<file path="src/rtl/bridge_irq_pkg.sv">
`timescale 1ns/1ps
package bridge_irq_pkg;
  localparam int IRQ_N = 8;
  localparam int BIT_SERR   = 0;
  localparam int BIT_FATAL  = 1;
  localparam int BIT_PARITY = 2;
  localparam int BIT_SYSERR = 3;
  localparam int BIT_S2PDMA = 4;
  localparam int BIT_P2SDMA = 5;
  localparam int BIT_SYSDB  = 6;
  localparam int BIT_PCIDB  = 7;
  localparam logic [IRQ_N-1:0] CPU_MASK = ~(IRQ_N'(1) << BIT_PCIDB);

  typedef struct packed {
    logic [IRQ_N-1:0] setMask;
    logic [IRQ_N-1:0] clrMask;
    logic             enLoad;
    logic [IRQ_N-1:0] enData;
  } irqStrobes_t;
endpackage

</file>
<file path="src/rtl/bridge_irq_ctrl.sv">
`timescale 1ns/1ps
module bridge_irq_ctrl
  import bridge_irq_pkg::*;
#(
  parameter int DATA_W = 32,
  parameter int FATAL_N = 4,
  parameter int PARITY_N = 2
) (
  input  logic                pciDoorbellEvt,
  input  logic                sysDoorbellEvt,
  input  logic                p2sDmaDoneEvt,
  input  logic                s2pDmaDoneEvt,
  input  logic                sysBusErrEvt,
  input  logic [FATAL_N-1:0]  fatalEvts,
  input  logic [PARITY_N-1:0] parityEvts,
  input  logic                serrEvt,
  input  logic                sysWrEn,
  input  logic                sysSel,
  input  logic [DATA_W-1:0]   sysWrData,
  input  logic                pciWrEn,
  input  logic                pciSel,
  input  logic [DATA_W-1:0]   pciWrData,
  output irqStrobes_t         strobes
);
  logic [IRQ_N-1:0] sysClr;
  logic [IRQ_N-1:0] pciClr;

  always_comb begin
    strobes.setMask = '0;
    strobes.setMask[BIT_SERR]   = serrEvt;
    strobes.setMask[BIT_FATAL]  = |fatalEvts;
    strobes.setMask[BIT_PARITY] = |parityEvts;
    strobes.setMask[BIT_SYSERR] = sysBusErrEvt;
    strobes.setMask[BIT_S2PDMA] = s2pDmaDoneEvt;
    strobes.setMask[BIT_P2SDMA] = p2sDmaDoneEvt;
    strobes.setMask[BIT_SYSDB]  = sysDoorbellEvt;
    strobes.setMask[BIT_PCIDB]  = pciDoorbellEvt;
  end

  always_comb begin
    sysClr = (sysWrEn && !sysSel) ? sysWrData[IRQ_N-1:0] : '0;
    pciClr = '0;
    pciClr[BIT_PCIDB] = pciWrEn && !pciSel && pciWrData[BIT_PCIDB];
    strobes.clrMask = sysClr | pciClr;
    strobes.enLoad  = sysWrEn && sysSel;
    strobes.enData  = sysWrData[IRQ_N-1:0];
  end
endmodule

</file>
<file path="src/rtl/bridge_irq_datapath.sv">
`timescale 1ns/1ps
module bridge_irq_datapath
  import bridge_irq_pkg::*;
#(
  parameter int DATA_W = 32
) (
  input  logic             clk,
  input  logic             rstN,
  input  irqStrobes_t      strobes,
  input  logic             sysSel,
  input  logic             pciSel,
  output logic [IRQ_N-1:0] statusQ,
  output logic [IRQ_N-1:0] enableQ,
  output logic [DATA_W-1:0] sysRdData,
  output logic [DATA_W-1:0] pciRdData,
  output logic             cpuIrq,
  output logic             pciIntN
);
  logic [IRQ_N-1:0] pending;
  logic [IRQ_N-1:0] sysRdRaw;
  logic [IRQ_N-1:0] pciRdRaw;

  always_ff @(posedge clk or negedge rstN) begin
    if (!rstN) begin
      statusQ <= '0;
      enableQ <= '0;
    end else begin
      statusQ <= (statusQ & ~strobes.clrMask) | strobes.setMask;
      if (strobes.enLoad) enableQ <= strobes.enData;
    end
  end

  assign pending = statusQ & enableQ;

  always_ff @(posedge clk or negedge rstN) begin
    if (!rstN) begin
      cpuIrq  <= 1'b0;
      pciIntN <= 1'b1;
    end else begin
      cpuIrq  <= |(pending & CPU_MASK);
      pciIntN <= ~pending[BIT_PCIDB];
    end
  end

  assign sysRdRaw = sysSel ? enableQ : statusQ;
  assign pciRdRaw = pciSel ? enableQ : statusQ;

  generate
    if (DATA_W > IRQ_N) begin : g_pad
      assign sysRdData = {{(DATA_W-IRQ_N){1'b0}}, sysRdRaw};
      assign pciRdData = {{(DATA_W-IRQ_N){1'b0}}, pciRdRaw};
    end else begin : g_exact
      assign sysRdData = sysRdRaw;
      assign pciRdData = pciRdRaw;
    end
  endgenerate
endmodule

</file>
<file path="src/rtl/bridge_irq_agg.sv">
`timescale 1ns/1ps
module bridge_irq_agg
  import bridge_irq_pkg::*;
#(
  parameter int DATA_W = 32
) (
  input  logic              clk,
  input  logic              rstN,
  input  logic              pciDoorbellEvt,
  input  logic              sysDoorbellEvt,
  input  logic              p2sDmaDoneEvt,
  input  logic              s2pDmaDoneEvt,
  input  logic              sysBusErrEvt,
  input  logic              mstAbortEvt,
  input  logic              tgtAbortEvt,
  input  logic              trdyTimeoutEvt,
  input  logic              retryTimeoutEvt,
  input  logic              rdParityErrEvt,
  input  logic              wrPerrEvt,
  input  logic              serrEvt,
  input  logic              sysWrEn,
  input  logic              sysSel,
  input  logic [DATA_W-1:0] sysWrData,
  output logic [DATA_W-1:0] sysRdData,
  input  logic              pciWrEn,
  input  logic              pciSel,
  input  logic [DATA_W-1:0] pciWrData,
  output logic [DATA_W-1:0] pciRdData,
  output logic              cpuIrq,
  output logic              pciIntN
);
  localparam int FATAL_N  = 4;
  localparam int PARITY_N = 2;

  irqStrobes_t      strobes;
  logic [IRQ_N-1:0] statusQ;
  logic [IRQ_N-1:0] enableQ;

  bridge_irq_ctrl #(.DATA_W(DATA_W), .FATAL_N(FATAL_N), .PARITY_N(PARITY_N)) u_ctrl (
    .pciDoorbellEvt (pciDoorbellEvt),
    .sysDoorbellEvt (sysDoorbellEvt),
    .p2sDmaDoneEvt  (p2sDmaDoneEvt),
    .s2pDmaDoneEvt  (s2pDmaDoneEvt),
    .sysBusErrEvt   (sysBusErrEvt),
    .fatalEvts      ({retryTimeoutEvt, trdyTimeoutEvt, tgtAbortEvt, mstAbortEvt}),
    .parityEvts     ({wrPerrEvt, rdParityErrEvt}),
    .serrEvt        (serrEvt),
    .sysWrEn        (sysWrEn),
    .sysSel         (sysSel),
    .sysWrData      (sysWrData),
    .pciWrEn        (pciWrEn),
    .pciSel         (pciSel),
    .pciWrData      (pciWrData),
    .strobes        (strobes)
  );

  bridge_irq_datapath #(.DATA_W(DATA_W)) u_dp (
    .clk       (clk),
    .rstN      (rstN),
    .strobes   (strobes),
    .sysSel    (sysSel),
    .pciSel    (pciSel),
    .statusQ   (statusQ),
    .enableQ   (enableQ),
    .sysRdData (sysRdData),
    .pciRdData (pciRdData),
    .cpuIrq    (cpuIrq),
    .pciIntN   (pciIntN)
  );
endmodule

</file>
<file path="config.mk">
export PLATFORM = sky130hd
export DESIGN_NAME = bridge_irq_agg
export DESIGN_NICKNAME = d
export VERILOG_FILES = /design/src/rtl/bridge_irq_pkg.sv /design/src/rtl/bridge_irq_ctrl.sv /design/src/rtl/bridge_irq_datapath.sv /design/src/rtl/bridge_irq_agg.sv
export SDC_FILE = /design/constraint.sdc
export NUM_CORES = 1
export LEC_CHECK = 0
export ABC_AREA = 1
export BUFFER_PORTS_ARGS = -buffer_cell sky130_fd_sc_hd__buf_2
export CAP_MARGIN = 20
export CORE_MARGIN = 3
export CORE_UTILIZATION = 35
export DETAILED_ROUTE_END_ITERATION = 8
export PLACE_DENSITY = 0.89
export SYNTH_ARGS = -nofsm -noshare
export SYNTH_HDL_FRONTEND = slang
export SYNTH_SLANG_ARGS = --single-unit
</file>
<file path="constraint.sdc">
create_clock -name clk -period 0.93 [get_ports clk]
set_input_delay 0.186 -clock clk [delete_from_list [all_inputs] [get_ports clk]]
set_output_delay 0.186 -clock clk [all_outputs]
set_load 0.005 [all_outputs]
</file>
## After elaboration in Yosys (flattened, before gate mapping)

Index checks and enable logic that the tools add are counted.
Widths: inputs -> output; s select.

- Bits in registers: 18
- Input port bits: 82

- Muxes and demuxes: 3
- Bitwise operators: 6
- Reductions and logical operators: 9

Operator list:

| cell | number |
|---|---|
| $mux 8 | 3 |
| $and 8x8->8 | 2 |
| $or 8x8->8 | 2 |
| $not 8->8 | 1 |
| $reduce_or 7->1 | 1 |
| $logic_and 1x1->1 | 4 |
| $reduce_or 4->1 | 1 |
| $logic_not 1->1 | 2 |
| $reduce_or 2->1 | 1 |
| $not 1->1 | 1 |

## Depth between registers and ports, before layout

- Word-level depth: 7
- Mapped depth: 5
- Depth with buffers taken out: 4

## Cells and area by module

A second synthesis with hierarchy kept.

- Cell total of the unflattened synthesis: 197
- Area total of the unflattened synthesis: 1,446.4 um2

Modules (own cells, without submodules):

| module | instances | cells each | area each (um2) | seq. area each (um2) |
|---|---|---|---|---|
| bridge_irq_datapath | 1 | 157 | 1,236.2 | 451.7 |
| bridge_irq_ctrl | 1 | 40 | 210.2 | 0.0 |

## Least setup slack after synthesis

OpenSTA, ideal clock, no wires.

- Kind: input -> output
- Start point: input port sysSel
- End point: output port sysRdData[6]
- Data arrival time: 0.620 ns
- Data required time: 0.744 ns
- Setup slack: 0.124 ns
- Stages: 3
- Path through: buf_6 > buf_6 > o21ai_0

- Longest elaborated chain between the ends: 1

RTL lines:

| item | line | text |
|---|---|---|
| start: declaration | bridge_irq_agg.sv:22 | `input logic sysSel,` |
| $mux 8 | bridge_irq_datapath.sv:45 | `assign sysRdRaw = sysSel ? enableQ : statusQ;` |
| end: declaration | bridge_irq_agg.sv:24 | `output logic [DATA_W-1:0] sysRdData,` |

Every way passes these cells.

## Worst setup path in the final report

- Start point: register u_dp.enableQ[1]
- End point: output port sysRdData[1]

- Longest elaborated chain between the ends: 1

RTL lines:

| item | line | text |
|---|---|---|
| start: declaration | bridge_irq_datapath.sv:13 | `output logic [IRQ_N-1:0] enableQ,` |
| start signal: assignment | bridge_irq_datapath.sv:29 | `if (strobes.enLoad) enableQ <= strobes.enData;` |
| $mux 8 | bridge_irq_datapath.sv:45 |  |

Every way passes these cells.

==> metrics <==
Placer Congestion 0.705; share of post-route cells with drive strength above 1 36.0%; Gate Count Post-Synth 183; required time worst endpoint 0.74 ns; clk sinks 18; Worst Setup Start Kind flop; post-synth cell types 15; slowest stage delay, CP 0.41 ns; first-pass GRT wire length 4.36 mm; run status finished with violations; Synth async-reset ratio 100%; Cell Area, Placed 0.00143 mm2; post-synthesis sequential area ratio 33.3%; Min Hold Slack 0.109 ns; syn avg cell area 7.41 um2; Tot Pwr 2.14 mW; via count 1,158; Clock Tree Buf Depth 2; area of the die 0.00466 mm2; Final WS setup -0.217 ns; largest net degree at the start of global routing 20; Fmax achieved 0.872 GHz; EDFF count, synth 0; GRT Util Overall 12.3%; Mapped Area 0.00136 mm2; Top Ports 148; Pre-antenna DRT Iters 4; Final min period 1.15 ns; Fin. Hold Viols 0; non-filler instance count after layout 288; fin crit share 123%; die height 68.3 um; Max-Cap Viols 0; Post-synth top cells buf_4, nand2_1, inv_1, o21ai_0, dfrtp_1; pwr dens 1310 mW/mm2; Worst-Skew Late Latency 0.25 ns; LEAKAGE 0.968 nW; Yosys warnings 0; Hold Path Class in -> reg; largest area contributor in the netlist dfrtp_1; CTS tree done; vias in the first global route 1,005; post-detailed-placement half-perimeter wirelength 2.19 mm; # H-tree levels 1; ANT cells 0; number of CTS-inserted buffers 3; Avg WL per Cell 10.1 um; Post-synth top flop dfrtp_1; Core ar. 0.00352 mm2; Via-to-Cell Ratio 4.02; synth top area cells dfrtp_1, buf_4, nand2_1; total grt overflow 0; fin area 0.00164 mm2; slowest cell on the critical path dfrtp_1; Slew Limit Fails 0; post-route ant nets 0; final count of negative-setup-slack endpoints 18; P&R area growth vs syn 21.1%; CP max FO 4; Starting Density 38.5%; Placed Cells incl. Taps 269; Final #Nets 325; initial antenna violation count 0; Max VDD drop 0.00110 V; RSZ-0062 raised after global routing true; WP data arrival 0.96 ns; failing checks negative setup slack; # DRC 0; IO buf count 44; Setup crit end kind output pin; Synth top area share 31.4%; Clock transition at path regs 0.07 ns; drt first-iter violations 28; most common cell in the netlist buf_4; Chip Width 68.3 um; Root Driver clkbuf_8; WS Path Type reg -> out; FF+latch count, synth 18; crit-path cells nand2_1 -> o21ai_2 -> buf_2; final wirelength 2.90 mm; Rows 21; Final Skew 0.00218 ns
## registers in the layout (all words and copies together) (netlist names)
signal        count
u_dp.enableQ      8
u_dp.pciIntN      1
u_dp.cpuIrq       1
u_dp.statusQ      8
## per-layer routing
| metal | track usage [%] | part of all wire [%] |
|---|---|---|
| met4 | 0.744 | 0 |
| met1 | 14.3 | 38 |
| met2 | 22.7 | 51 |
| met3 | 4.27 | 11 |
| met5 | 0 | 0 |
## path summary, 6_finish.rpt
| check | slack [ns] | endpoint | cells past startpoint | from |
|---|---|---|---|---|
| worst max-delay path | -0.22 | sysRdData[1] | 3 | u_dp.enableQ[1] |
| worst min-delay path | 0.11 | u_dp.statusQ[4] | 3 | s2pDmaDoneEvt |
| worst max register to register | 0.02 | u_dp.cpuIrq | 5 | u_dp.enableQ[5] |
| worst min register to register | 0.50 | u_dp.pciIntN | 2 | u_dp.statusQ[7] |
| max in group asynchronous | 0.20 | u_dp.pciIntN | 2 | rstN |
| min in group asynchronous | 0.40 | u_dp.statusQ[2] | 2 | rstN |
## cell type report
type	count	area [um2]
inverters	25	93.8
multi-input cells	135	616
flip-flops and latches	18	452
repair buffers	60	369
well taps	46	57.6
fillers	384	1880
clock buffers	4	55.1
## worst max-delay path: cells and delay by family, from the launching register on
kind,cells,cell delay (ns)
buf+inv,1,0.14
simple gates,1,0.09
flops,1,0.41
compound gates,1,0.07
## metrics by stage
stage	setup TNS [ns]	util [%]	worst slack [ns]
floorplan	0	-	0.124
global placement	-1.22	40.6	-0.0714
CTS	-2.96	44.9	-0.202
detailed placement	-1.62	40.6	-0.0947
finish	-2.89	46.7	-0.217
global route	-3.90	46.7	-0.275
## cell usage in the layout (no fill, tap or decap), drive strengths merged
master,synthesis,routed
buf,52,59
clkbuf,0,4
conb,1,48
dfrtp,17,17
dfstp,1,1
dlygate4sd3,0,1
inv,25,25
nand2,48,48
nand3,4,4
nor2,5,5
o21ai,30,30
## repair_timing
action                     in CTS  in global routing
pin swaps                       6                  7
setup buffers                  10                  5
hold buffers                    1                  0
resized for setup              18                 12
hold endpoints to repair       17                  0
setup endpoints to repair      18                 19
## cell families after synthesis
kind of cell / share of synthesized area [%]
flops: 33.3
compound gates: 13.0
other cells: 0.276
simple gates: 16.9
buf+inv: 36.5
## power breakdown
group | total, mW | internal (mW) | switching, mW | leakage (nW)
clock | 0.643 | 0.376 | 0.267 | 0.0288
sequential | 0.909 | 0.855 | 0.0535 | 0.194
combinational | 0.592 | 0.278 | 0.314 | 0.746
total | 2.14 | 1.51 | 0.635 | 0.968
Note: power is estimated with default switching activity, not from simulation.
